--- src/rtl/wdog_pkg.sv ---
package wdog_pkg;
   // register word indices on the bus
   localparam int unsigned STATUS_IDX = 0;
   localparam int unsigned TIMER_IDX  = 1;

   // status word layout
   localparam int unsigned STAT_W       = 8;
   localparam int unsigned BIT_CALL     = 2;
   localparam int unsigned BIT_TIMEOUT  = 3;
   localparam int unsigned NUM_FLAGS    = 2;

   typedef struct packed {
      logic timeout;
      logic call;
   } wdog_flags_t;
endpackage

--- src/rtl/wdog_prescaler.sv ---
module wdog_prescaler #(
   parameter int unsigned PRESCALE = 61035
) (
   input  logic clk,
   input  logic rst_n,
   input  logic restart,
   input  logic run,
   output logic tick_o
);
   localparam int unsigned PH_W = (PRESCALE > 1) ? $clog2(PRESCALE) : 1;

   generate
      if (PRESCALE < 1) begin : g_bad_prescale
         $error("wdog_prescaler: PRESCALE must be at least 1");
      end

      if (PRESCALE == 1) begin : g_direct
         assign tick_o = run & ~restart;
      end else begin : g_div
         localparam logic [PH_W-1:0] LAST = PH_W'(PRESCALE - 1);
         logic [PH_W-1:0] phase_q;

         always_ff @(posedge clk or negedge rst_n) begin
            if (!rst_n) begin
               phase_q <= '0;
            end else if (restart || !run) begin
               phase_q <= '0;
            end else if (phase_q == LAST) begin
               phase_q <= '0;
            end else begin
               phase_q <= phase_q + 1'b1;
            end
         end

         assign tick_o = run & ~restart & (phase_q == LAST);
      end
   endgenerate
endmodule

--- src/rtl/wdog_counter.sv ---
module wdog_counter #(
   parameter int unsigned CNT_W = 16
) (
   input  logic             clk,
   input  logic             rst_n,
   input  logic             load,
   input  logic [CNT_W-1:0] load_val,
   input  logic             tick,
   output logic [CNT_W-1:0] cnt_o,
   output logic             running_o,
   output logic             expire_o
);
   localparam logic [CNT_W-1:0] ONE = CNT_W'(1);

   generate
      if (CNT_W < 2) begin : g_bad_width
         $error("wdog_counter: CNT_W must be at least 2");
      end
   endgenerate

   logic [CNT_W-1:0] cnt_q;
   logic             run_q;
   logic             last_tick;
   logic             zero_load;

   assign last_tick = tick & run_q & (cnt_q == ONE) & ~load;
   assign zero_load = load & (load_val == '0);

   always_ff @(posedge clk or negedge rst_n) begin
      if (!rst_n) begin
         cnt_q <= '0;
         run_q <= 1'b0;
      end else if (load) begin
         cnt_q <= load_val;
         run_q <= (load_val != '0);
      end else if (tick && run_q) begin
         cnt_q <= cnt_q - ONE;
         if (cnt_q == ONE) begin
            run_q <= 1'b0;
         end
      end
   end

   assign cnt_o     = cnt_q;
   assign running_o = run_q;
   assign expire_o  = last_tick | zero_load;
endmodule

--- src/rtl/wdog_status.sv ---
module wdog_status
   import wdog_pkg::*;
(
   input  logic              clk,
   input  logic              rst_n,
   input  logic              set_timeout,
   input  logic              set_call,
   input  logic              clr_wr,
   input  logic [STAT_W-1:0] clr_mask,
   output logic [STAT_W-1:0] stat_o
);
   localparam int unsigned FLAG_POS [NUM_FLAGS] = '{BIT_CALL, BIT_TIMEOUT};

   logic [NUM_FLAGS-1:0] flag_set;
   logic [NUM_FLAGS-1:0] flag_q;

   assign flag_set = {set_timeout, set_call};

   generate
      for (genvar f = 0; f < NUM_FLAGS; f++) begin : g_flag
         if (FLAG_POS[f] >= STAT_W) begin : g_bad_pos
            $error("wdog_status: flag position outside status word");
         end
         // set wins over a clear in the same cycle
         always_ff @(posedge clk or negedge rst_n) begin
            if (!rst_n) begin
               flag_q[f] <= 1'b0;
            end else if (flag_set[f]) begin
               flag_q[f] <= 1'b1;
            end else if (clr_wr && clr_mask[FLAG_POS[f]]) begin
               flag_q[f] <= 1'b0;
            end
         end
      end
   endgenerate

   always_comb begin
      stat_o = '0;
      for (int f = 0; f < NUM_FLAGS; f++) begin
         stat_o[FLAG_POS[f]] = flag_q[f];
      end
   end
endmodule

--- src/rtl/secure_wdog_unit.sv ---
module secure_wdog_unit
   import wdog_pkg::*;
#(
   parameter int unsigned DATA_W   = 32,
   parameter int unsigned ADDR_W   = 2,
   parameter int unsigned CNT_W    = 16,
   parameter int unsigned PRESCALE = 61035
) (
   input  logic              clk,
   input  logic              rst_n,
   input  logic              bus_wr,
   input  logic              bus_rd,
   input  logic              bus_secure,
   input  logic [ADDR_W-1:0] bus_addr,
   input  logic [DATA_W-1:0] bus_wdata,
   input  logic              call_evt_i,
   output logic [DATA_W-1:0] bus_rdata,
   output logic              irq_o,
   output logic              acc_fault_o
);
   localparam int unsigned HALF_W = DATA_W / 2;

   generate
      if (DATA_W % 2 != 0) begin : g_bad_data
         $error("secure_wdog_unit: DATA_W must be even");
      end
      if (CNT_W > HALF_W) begin : g_bad_cnt
         $error("secure_wdog_unit: CNT_W must fit in half a word");
      end
      if (STAT_W > HALF_W) begin : g_bad_stat
         $error("secure_wdog_unit: status word wider than half a word");
      end
      if (ADDR_W < 1) begin : g_bad_addr
         $error("secure_wdog_unit: ADDR_W must be at least 1");
      end
   endgenerate

   // bus decode
   logic sel_stat, sel_tmr, wr_sec;
   logic timer_load, stat_clr_wr;

   assign sel_stat    = (bus_addr == ADDR_W'(STATUS_IDX));
   assign sel_tmr     = (bus_addr == ADDR_W'(TIMER_IDX));
   assign wr_sec      = bus_wr & bus_secure;
   assign timer_load  = wr_sec & sel_tmr;
   assign stat_clr_wr = wr_sec & sel_stat;

   logic unused_wdata_hi;
   assign unused_wdata_hi = ^bus_wdata[DATA_W-1:CNT_W];

   // datapath
   logic             tick;
   logic             running;
   logic             expire;
   logic [CNT_W-1:0] cnt_q;
   logic [STAT_W-1:0] stat_vec;

   wdog_prescaler #(
      .PRESCALE (PRESCALE)
   ) u_presc (
      .clk     (clk),
      .rst_n   (rst_n),
      .restart (timer_load),
      .run     (running),
      .tick_o  (tick)
   );

   wdog_counter #(
      .CNT_W (CNT_W)
   ) u_cnt (
      .clk       (clk),
      .rst_n     (rst_n),
      .load      (timer_load),
      .load_val  (bus_wdata[CNT_W-1:0]),
      .tick      (tick),
      .cnt_o     (cnt_q),
      .running_o (running),
      .expire_o  (expire)
   );

   wdog_status u_stat (
      .clk         (clk),
      .rst_n       (rst_n),
      .set_timeout (expire),
      .set_call    (call_evt_i),
      .clr_wr      (stat_clr_wr),
      .clr_mask    (bus_wdata[STAT_W-1:0]),
      .stat_o      (stat_vec)
   );

   // read path
   logic [DATA_W-1:0] rd_mux;

   always_comb begin
      rd_mux = '0;
      if (bus_secure) begin
         if (sel_stat) begin
            rd_mux = DATA_W'(stat_vec);
         end else if (sel_tmr) begin
            rd_mux = DATA_W'(cnt_q) << HALF_W;
         end
      end
   end

   logic [DATA_W-1:0] rdata_q;
   logic              fault_q;

   always_ff @(posedge clk or negedge rst_n) begin
      if (!rst_n) begin
         rdata_q <= '0;
         fault_q <= 1'b0;
      end else begin
         rdata_q <= bus_rd ? rd_mux : '0;
         fault_q <= bus_rd & ~bus_secure & sel_stat;
      end
   end

   assign bus_rdata   = rdata_q;
   assign acc_fault_o = fault_q;
   assign irq_o       = stat_vec[BIT_TIMEOUT];
endmodule

--- config.mk ---
export PLATFORM = sky130hd
export DESIGN_NAME = secure_wdog_unit
export DESIGN_NICKNAME = d
export VERILOG_FILES = /design/src/rtl/wdog_pkg.sv /design/src/rtl/wdog_prescaler.sv /design/src/rtl/wdog_counter.sv /design/src/rtl/wdog_status.sv /design/src/rtl/secure_wdog_unit.sv
export SDC_FILE = /design/constraint.sdc
export NUM_CORES = 1
export LEC_CHECK = 0
export BUFFER_PORTS_ARGS = -buffer_cell sky130_fd_sc_hd__buf_2
export CORE_ASPECT_RATIO = 0.75
export CORE_MARGIN = 2
export CORE_UTILIZATION = 30
export CTS_CLUSTER_DIAMETER = 150
export DETAILED_ROUTE_END_ITERATION = 8
export PLACE_DENSITY_LB_ADDON = 0.2
export SETUP_SLACK_MARGIN = 0.4
export SYNTH_ARGS = -nofsm -noshare
export SYNTH_HDL_FRONTEND = slang
export SYNTH_SLANG_ARGS = --single-unit
--- constraint.sdc ---
create_clock -name clk -period 1.8 [get_ports clk]
set_clock_uncertainty 0.1 [all_clocks]
set_input_delay 0 -clock clk [delete_from_list [all_inputs] [get_ports clk]]
set_output_delay 0 -clock clk [all_outputs]
set_load 0.1 [all_outputs]
==> results of run 1 <==
where the power goes:
part | switching (mW) | internal, mW | total, mW
sequential | 0.0909 | 1.31 | 1.40
clock | 0.438 | 0.835 | 1.27
combinational | 0.467 | 0.266 | 0.732
Yosys cell counts, types with 2 or more instances:
library cell,count,area share
nor4_2,2,0.0093
and4_1,2,0.0065
nand3_1,12,0.022
nor4_1,4,0.0093
ha_1,4,0.019
and3b_1,2,0.0065
inv_1,4,0.0056
and3_1,7,0.016
xor2_1,16,0.052
or4_1,2,0.0056
nor2b_1,3,0.0070
nand4_1,9,0.021
nor3_1,6,0.011
xnor2_1,13,0.043
a21oi_1,16,0.030
and2_1,16,0.037
nor2_1,39,0.055
dfrtp_1,54,0.50
clkbuf_1,4,0.0056
nand2_1,12,0.017
buf_6,2,0.0084
buf_4,14,0.039
area by class of cell:
type,count,share of cell area
Tap cell,108,0.03594
Clock buffer,6,0.03694
Timing Repair Buffer,98,0.1887
Sequential cell,54,0.3594
Multi-Input combinational cell,196,0.3591
Clock inverter,2,0.01597
Inverter,4,0.003993
worst max-delay path by stage:
stage	from	endpoint	depth (start not counted)
floorplan	u_presc.g_div.phase_q[0]	u_cnt.cnt_o[11]	8
global placement	u_presc.g_div.phase_q[0]	u_cnt.cnt_o[7]	7
detailed placement	u_presc.g_div.phase_q[0]	u_cnt.cnt_o[4]	7
CTS	u_presc.g_div.phase_q[0]	u_stat.stat_o[3]	7
global route	u_presc.g_div.phase_q[0]	u_stat.stat_o[3]	7
finish	u_presc.g_div.phase_q[0]	u_cnt.cnt_o[4]	7
logic make-up after synthesis:
logic type	share of synthesized area
AO/OA/AOI/OAI	0.03786
adder cells (fa/ha/maj)	0.01869
XOR/XNOR	0.09486
flip-flops	0.5047
buffers and inverters	0.06074
AND/OR/NAND/NOR	0.2776
other	0.001401
multiplexers	0.004205
metal layers:
metal  vias to the layer above  wire length (um)
met3                         9               234
li1                       1070                 -
met1                      1031              2920
met4                         0                87
met2                        36              3064
met5                         -                 0
state kept, by name (all words and copies together) (netlist names):
name and cells:
u_cnt.cnt_o 16, acc_fault_o 1, u_cnt.running_o 1, bus_rdata 18
u_stat.stat_o 2, u_presc.g_div.phase_q 16
placed cells by master (no fill, tap or decap), drive strengths merged, types with 2 or more instances in the layout:
master,Yosys,layout
and2,16,16
nor2b,3,3
nand3,12,12
bufinv,0,2
nor4,6,6
nor4b,3,3
xor2,16,16
conb,1,14
nand2,12,12
buf,17,75
a21oi,16,16
nand4,10,10
and3b,2,2
and3,7,7
nor3,7,7
ha,4,4
and4,3,4
nor2,39,39
dlygate4sd3,0,23
inv,4,4
clkbuf,4,6
xnor2,13,13
dfrtp,54,54
or4,2,2
critical path, stage by stage (launching register included):
cell      delay, ns
dfrtp_1        0.38
inv_1          0.06
ha_2           0.15
and4bb_4       0.28
and4_4         0.28
and3b_2        0.21
xnor2_1        0.12
a21oi_1        0.08
what timing repair did:
action / in CTS / in global routing
resized for setup: 16 / 10
hold buffers: 23 / 0
hold endpoints to repair: 75 / 0
setup endpoints to repair: 34 / 34
pin swaps: 14 / 9
cloned: 1 / 0
buffers inserted: 6 / 1
==> flow_summary.yaml, run 1 <==
cts:
  cts_max_level: 2
  clockBufferDepth: 2
  cts_buffers: 5
  cts_tree: "done"
  cts.sinks: 54
  clk_latency_ns: 0.30
  root_buffer: "clkbuf_16"
  clk_pin_slew_ns: 0.07
placement:
  post-dp-hpwl_mm: 4.301
  globalplace.congestion: 0.7679
  placement.cell_area_um2: 3146
  dp_slack_ns: 0.007059
  port-buffer-count: 43
  dpl.cell_count: 429
floorplan:
  ios: 74
  core_area_um2: 8563
  fp-row-count: 29
  fp.dieH_um: 85.82
  die_x_um: 113.1
  die-area_um2: 9705
  start_util: 0.3127
finish:
  final_area_um2: 3760
  utilization: 0.4391
  fin_cells: 468
  nets: 403
  multi_input_area_um2: 1350
  fillers: 840
  antenna_cells: 0
  syn_to_final_growth_pct: 40.42
  drive_gt1_frac: 0.3083
  final-seq-area_um2: 1351
timing:
  setup_viol_count_final: 0
  fin_crit_sh: 0.9883
  period_minus_slack_ns: 1.779
  rsz0062_at_grt: "yes"
  worst_pin_slew_ns: 0.5000
  hold_viol: 0
  tns_ns: 0
  worst_slack_ns: 0.02110
  fmax_mhz: 562.1
  timing.hold.ws_ns: 0.06614
  max_slew_margin: 0.6667
  drv_slew: 0
global_routing:
  gr-usage-met2: 0.2221
  overflow: 0
  met3_usage: 0.03746
  grt_pass1_vias: 2155
  grt_pass1_wl_mm: 10.56
  grt_use_met1: 0.1812
  grt_usage: 0.1375
  antenna_found_initial: 0
  grt_max_degree: 38
  grt-busiest-layer: "met2"
power_and_ir_drop:
  powerDensity_nw_per_um2: 906.7
  p_total_mw: 3.409
  p_leak_nw: 1.752
  max-vdd-ir-drop_mv: 0.4663
drt:
  ant_nets: 0
  via_per_inst: 4.585
  vias: 2146
  drtPass1Iterations: 8
  drc: 2
  first_iter_violations: 96
  wl_per_cell_um: 13.47
  totalWireLength_mm: 6.306
setup_path:
  crit_type: "register to register"
  reg2reg_depth: 7
  cp.required_ns: 1.87
  r2r_slack_ns: 0.02
  arrival_ns: 1.85
  cp_max_fo: 7
  cp-end-kind: "register"
  r2r-start: "u_presc.g_div.phase_q[0]"
  r2r-end: "u_cnt.cnt_o[4]"
  start_kind: "register"
synth:
  synth_warnings: 0
  ys_seq_area_frac: 0.5047
  synthDistinctLibCells: 40
  synth-edff-count: 0
  syn_avg_cell_area_um2: 10.26
  synthArstFlopShare: 1.000
  ys_ff_latch: 54
  syn_area_um2: 2678
  syn_inst: 261
  dominantRegCellSynth: "dfrtp_1"
run:
  cap_violations: 0
worst_hold_path:
  min_path_type: "input pin to asynchronous set/reset pin"
run_status:
  status: "complete, but fails checks"
  violations: "design-rule violations"
Power figures use the tool's default switching activity.
==> inputs of run 2 (changes only) <==
--- a/config.mk
+++ b/config.mk
@@ -6,9 +6,12 @@
 export NUM_CORES = 1
 export LEC_CHECK = 0
 export BUFFER_PORTS_ARGS = -buffer_cell sky130_fd_sc_hd__buf_2
+export CAP_MARGIN = 20
+export CELL_PAD_IN_SITES_DETAIL_PLACEMENT = 1
+export CELL_PAD_IN_SITES_GLOBAL_PLACEMENT = 2
 export CORE_ASPECT_RATIO = 0.75
 export CORE_MARGIN = 2
-export CORE_UTILIZATION = 30
+export CORE_UTILIZATION = 29
 export CTS_CLUSTER_DIAMETER = 150
 export DETAILED_ROUTE_END_ITERATION = 8
 export PLACE_DENSITY_LB_ADDON = 0.2
==> run 2 against run 1 <==
  * The run now ends clean
  * Sequential share of layout area decreased by 0.39 points
  * Largest power group unchanged
  * Setup slack worse by 0.0097 ns
  * Sequential cell count is the same
  * Register-to-register slack about the same
  * Cell count increased by 2.1%
  * Critical path depth is the same
  * Via count rose by 3.1%
  * Worst hold slack lost 0.039 ns
  * Count of clock-buffer cells in the layout rose by 1
  * Combinational power rose by 5.3%
  * Highest routed layer unchanged
==> flow_summary.yaml, run 2 (synthesis results as in run 1) <==
placement:
  port-buffer-count: 43
  globalplace.congestion: 0.7558
  dpl.cell_count: 435
  dp_slack_ns: -0.04306
  post-dp-hpwl_mm: 4.830
setup_path:
  cp_cell_sequence: "inv_1 -> ha_2 -> and4bb_4 -> nand4_4 -> nor4b_4 -> xnor2_1 -> a21oi_1"
  crit_type: "register to register"
  arrival_ns: 1.86
  cp_max_fo: 5
  start_kind: "register"
  cp.required_ns: 1.87
  cpPeakStageDelay_ns: 0.38
  cp-end-kind: "register"
  cp_slowest_cell: "dfrtp_1"
floorplan:
  fp-row-count: 30
  core_area_um2: 9009
  start_util: 0.2972
  fp.dieH_um: 87.22
  die_x_um: 115.0
  die-area_um2: 10030
  ios: 74
timing:
  period_minus_slack_ns: 1.789
  hold_viol: 0
  timing.hold.ws_ns: 0.02698
  worst_slack_ns: 0.01139
  drv_slew: 0
  setup_viol_count_final: 0
  rsz0062_at_grt: "yes"
  worst_pin_slew_ns: 0.5392
  fin_crit_sh: 0.9937
  fmax_mhz: 559.1
  max_slew_margin: 0.6405
finish:
  nets: 409
  final_common_cell: "dfrtp_1"
  syn_to_final_growth_pct: 41.96
  fillers: 1030
  drive_gt1_frac: 0.3251
  final-seq-area_um2: 1351
  antenna_cells: 0
  layout_common_cells: "dfrtp_1, buf_2, nor2_1"
  fin_cells: 478
  multi_input_area_um2: 1380
  largest_reg_flops: 18
cts:
  cts_tree: "done"
  clk_pin_slew_ns: 0.07
  clk_latency_ns: 0.29
  cts_max_level: 2
  clockBufferDepth: 2
  root_buffer: "clkbuf_16"
  cts_buffers: 5
  cts.sinks: 54
power_and_ir_drop:
  p_clk_frac: 0.309
  max-vdd-ir-drop_mv: 0.3258
  powerDensity_nw_per_um2: 828.4
  power.switching_mw: 0.9904
  p_int_mw: 2.159
  sw_frac_of_total: 0.3145
  p_seq_frac: 0.447
  power_frac_comb: 0.245
  p_leak_nw: 1.781
global_routing:
  grt_pass1_vias: 2287
  overflow: 0
  grt_usage: 0.1453
  grt_max_degree: 37
  antenna_found_initial: 0
  grt_pass1_wl_mm: 11.22
run:
  cap_violations: 0
drt:
  first_iter_violations: 54
  via_per_inst: 4.628
  drtPass1Iterations: 4
  drc: 0
  wl_per_cell_um: 14.34
  ant_nets: 0
  totalWireLength_mm: 6.856
  vias: 2212
run_status:
  status: "complete, no violations"
worst_hold_path:
  min_path_type: "input pin to register"
[run 2: per-stage QoR]
stage	util	power (mW)	TNS, ns	instance area (um^2)
after detailed placement	0.3528	2.105	-0.05035	3178
after floorplan	-	1.877	0	2749
after global placement	0.3528	2.090	0	3178
after global routing	0.4219	3.305	-0.3749	3801
after CTS	0.4056	3.138	-0.1423	3654
final	0.4219	3.149	0	3801
[run 2: timing repair]
item,4_1_cts,5_1_grt
pin swaps,11,22
endpoints found under the setup margin,34,34
hold buffers,23,0
gates resized for setup,10,22
endpoints found under the hold margin,42,0
setup buffers,5,6
gates cloned,1,0
[run 2: cell type report]
cell class | instances | area share
multi-input combinational | 196 | 0.3631
sequential | 54 | 0.3555
timing repair buffer | 104 | 0.2018
clock buffer | 7 | 0.03752
tap | 112 | 0.03687
inverter | 4 | 0.003950
clock inverter | 1 | 0.001317
[run 2: routing by layer]
layer	share of wire	wire length, um	vias up	GRT usage
li1	-	-	1069	-
met1	0.48	3306	1092	0.1934
met2	0.47	3224	45	0.2385
met3	0.038	261	6	0.03619
met4	0.0093	64	0	0.03614
met5	0	0	-	0
[run 2: final timing paths]
path | from | end | slack (ns) | cells past startpoint
max in group asynchronous | rst_n | u_stat.stat_o[2] | 0.92 | 3
min | bus_wdata[10] | u_stat.stat_o[3] | 0.03 | 4
max reg2reg | u_presc.g_div.phase_q[0] | u_cnt.cnt_o[12] | 0.01 | 7
max | u_presc.g_div.phase_q[0] | u_cnt.cnt_o[12] | 0.01 | 7
min reg2reg | u_stat.stat_o[2] | bus_rdata[2] | 0.41 | 1
min in group asynchronous | rst_n | bus_rdata[26] | 0.12 | 2
[run 2: power by group through the flow]
| stage | Sequential [mW] | Combinational, mW | Clock, mW |
|---|---|---|---|
| global route | 1.42 | 0.839 | 1.05 |
| detailed placement | 1.42 | 0.683 | 0 |
| CTS | 1.40 | 0.729 | 1.01 |
| finish | 1.41 | 0.771 | 0.972 |
| floorplan | 1.52 | 0.362 | 0 |
| global placement | 1.42 | 0.672 | 0 |
[run 2: critical path, delay by kind of cell (launching register included)]
| family | cells | cell delay, ns |
|---|---|---|
| simple gates | 3 | 0.74 |
| flops | 1 | 0.38 |
| fa+ha+maj | 1 | 0.16 |
| xor+xnor | 1 | 0.14 |
| compound gates | 1 | 0.08 |
| buf+inv | 1 | 0.06 |
==> inputs of run 3 (changes only) <==
--- a/config.mk
+++ b/config.mk
@@ -14,7 +14,7 @@
 export CORE_UTILIZATION = 29
 export CTS_CLUSTER_DIAMETER = 150
 export DETAILED_ROUTE_END_ITERATION = 8
-export PLACE_DENSITY_LB_ADDON = 0.2
+export PLACE_DENSITY = 0.77
 export SETUP_SLACK_MARGIN = 0.4
 export SYNTH_ARGS = -nofsm -noshare
 export SYNTH_HDL_FRONTEND = slang
==> run 3 against run 2 <==
  * The run now ends with negative setup slack left
  * Global-route usage shrank 0.26 points
  * Sequential power is essentially flat
  * Utilization shrank 1.3 points
  * Non-clock buffer count shrank 13
  * Final area shrank 3.0%
  * Count of clock-buffer cells in the layout shrank 1
  * Critical path type unchanged
  * Critical endpoint is now u_stat.stat_o[3]
==> flow_summary.yaml, run 3 (synthesis results as in run 1) <==
run_status:
  status: "complete, but fails checks"
  violations: "negative setup slack"
setup_path:
  start_kind: "register"
  r2r-end: "u_stat.stat_o[3]"
  r2r-start: "u_presc.g_div.phase_q[0]"
  cp.required_ns: 1.91
  cp-endpoint: "u_stat.stat_o[3]"
  cp-end-kind: "register"
  arrival_ns: 1.92
  setup.worst_path.start: "u_presc.g_div.phase_q[0]"
  crit_type: "register to register"
  r2r_slack_ns: -0.01
  cp_max_fo: 6
  reg2reg_depth: 7
timing:
  worst_pin_slew_ns: 0.5668
  period_minus_slack_ns: 1.812
  hold_viol: 0
  worst_slack_ns: -0.01172
  setup_viol_count_final: 1
  max_slew_margin: 0.6221
  rsz0062_at_grt: "yes"
  drv_slew: 0
  fin_crit_sh: 1.007
  fmax_mhz: 552.0
drt:
  ant_nets: 0
  via_per_inst: 4.703
  first_iter_violations: 104
  drtPass1Iterations: 4
  vias: 2187
  wl_per_cell_um: 15.16
  drc: 0
  totalWireLength_mm: 7.049
global_routing:
  grt_usage: 0.1426
  grt_pass1_wl_mm: 11.09
  grt_max_degree: 37
  antenna_found_initial: 0
  overflow: 0
  grt_pass1_vias: 2188
finish:
  final_common_cell: "dfrtp_1"
  syn_to_final_growth_pct: 37.66
  fin_cells: 465
  nets: 397
  layout_common_cells: "dfrtp_1, buf_2, nor2_1"
  drive_gt1_frac: 0.3088
  largest_reg_flops: 18
  antenna_cells: 0
placement:
  post-dp-hpwl_mm: 4.818
  port-buffer-count: 43
  dpl.cell_count: 429
  dp_slack_ns: -0.03657
  globalplace.congestion: 0.7886
power_and_ir_drop:
  sw_frac_of_total: 0.3279
  p_int_mw: 2.080
  powerDensity_nw_per_um2: 839.8
  p_leak_nw: 1.674
  p_seq_frac: 0.458
  p_clk_frac: 0.304
  max-vdd-ir-drop_mv: 0.3297
  power.switching_mw: 1.015
  power_frac_comb: 0.239
floorplan:
  die_x_um: 115.0
  fp-row-count: 30
  core_area_um2: 9009
  start_util: 0.2972
  ios: 74
  die-area_um2: 10030
  fp.dieH_um: 87.22
cts:
  cts_buffers: 5
  clockBufferDepth: 2
  cts.sinks: 54
  root_buffer: "clkbuf_16"
  clk_pin_slew_ns: 0.07
  cts_max_level: 2
  clk_latency_ns: 0.29
  cts_tree: "done"
run:
  cap_violations: 0
worst_hold_path:
  min_path_type: "input pin to register"
-- run 3: final cells by class --
| cell class | count | area [um^2] |
|---|---|---|
| Clock inverter | 1 | 7.507 |
| Timing Repair Buffer | 91 | 653.1 |
| Clock buffer | 6 | 128.9 |
| Fill cell | 1045 | 5323 |
| Tap cell | 112 | 140.1 |
| Inverter | 4 | 15.01 |
| Sequential cell | 54 | 1353 |
| Multi-Input combinational cell | 197 | 1389 |
-- run 3: through the flow --
step	hold slack [ns]	instance area (um^2)	total power, mW	utilization	setup TNS (ns)
after floorplan	-0.3956	2749	1.877	-	0
after global placement	-0.08598	3120	2.062	0.3464	0
after detailed placement	-0.07059	3120	2.078	0.3464	-0.05949
after CTS	0.1131	3525	3.066	0.3913	-0.09663
after global routing	0.1264	3686	3.248	0.4092	-0.8233
final	0.1101	3686	3.096	0.4092	-0.01172
-- run 3: worst min path at each step --
stage                 startpoint          endpoint  depth (start not counted)
detailed placement         rst_n     bus_rdata[28]                          1
floorplan                  rst_n       acc_fault_o                          0
finish                    bus_wr  u_stat.stat_o[3]                          5
CTS                       bus_wr  u_stat.stat_o[3]                          5
global route        bus_wdata[4]  u_stat.stat_o[3]                          5
global placement           rst_n     bus_rdata[27]                          1
-- run 3: metal layers --
metal  GRT usage  vias up  part of all wire
met4     0.04053        0             0.018
met3     0.03132       12             0.034
met5           0        -                 0
met1      0.1928     1077              0.47
met2      0.2316       40              0.48
li1            -     1058                 -
-- run 3: power by group through the flow --
stage	registers [mW]	logic, mW	clock network, mW
after floorplan	1.52	0.362	0
after global placement	1.42	0.639	0
after detailed placement	1.43	0.649	0
after CTS	1.41	0.693	0.966
after global routing	1.43	0.805	1.01
final	1.42	0.739	0.940
-- run 3: worst max-delay path: stages (launching register included) --
cell and delay (ns):
dfrtp_1 0.39, inv_1 0.07, ha_2 0.15, and4bb_4 0.29, and4_4 0.28, and4b_2 0.27
nand2_1 0.06, o211ai_1 0.10
-- run 3: repair_timing --
| item | CTS | global route |
|---|---|---|
| setup buffers | 1 | 3 |
| pin swaps | 5 | 17 |
| hold buffers | 23 | 0 |
| gates cloned | 0 | 2 |
| hold endpoints to repair | 43 | 0 |
| endpoints found under the setup margin | 34 | 34 |
| gates resized for setup | 7 | 29 |
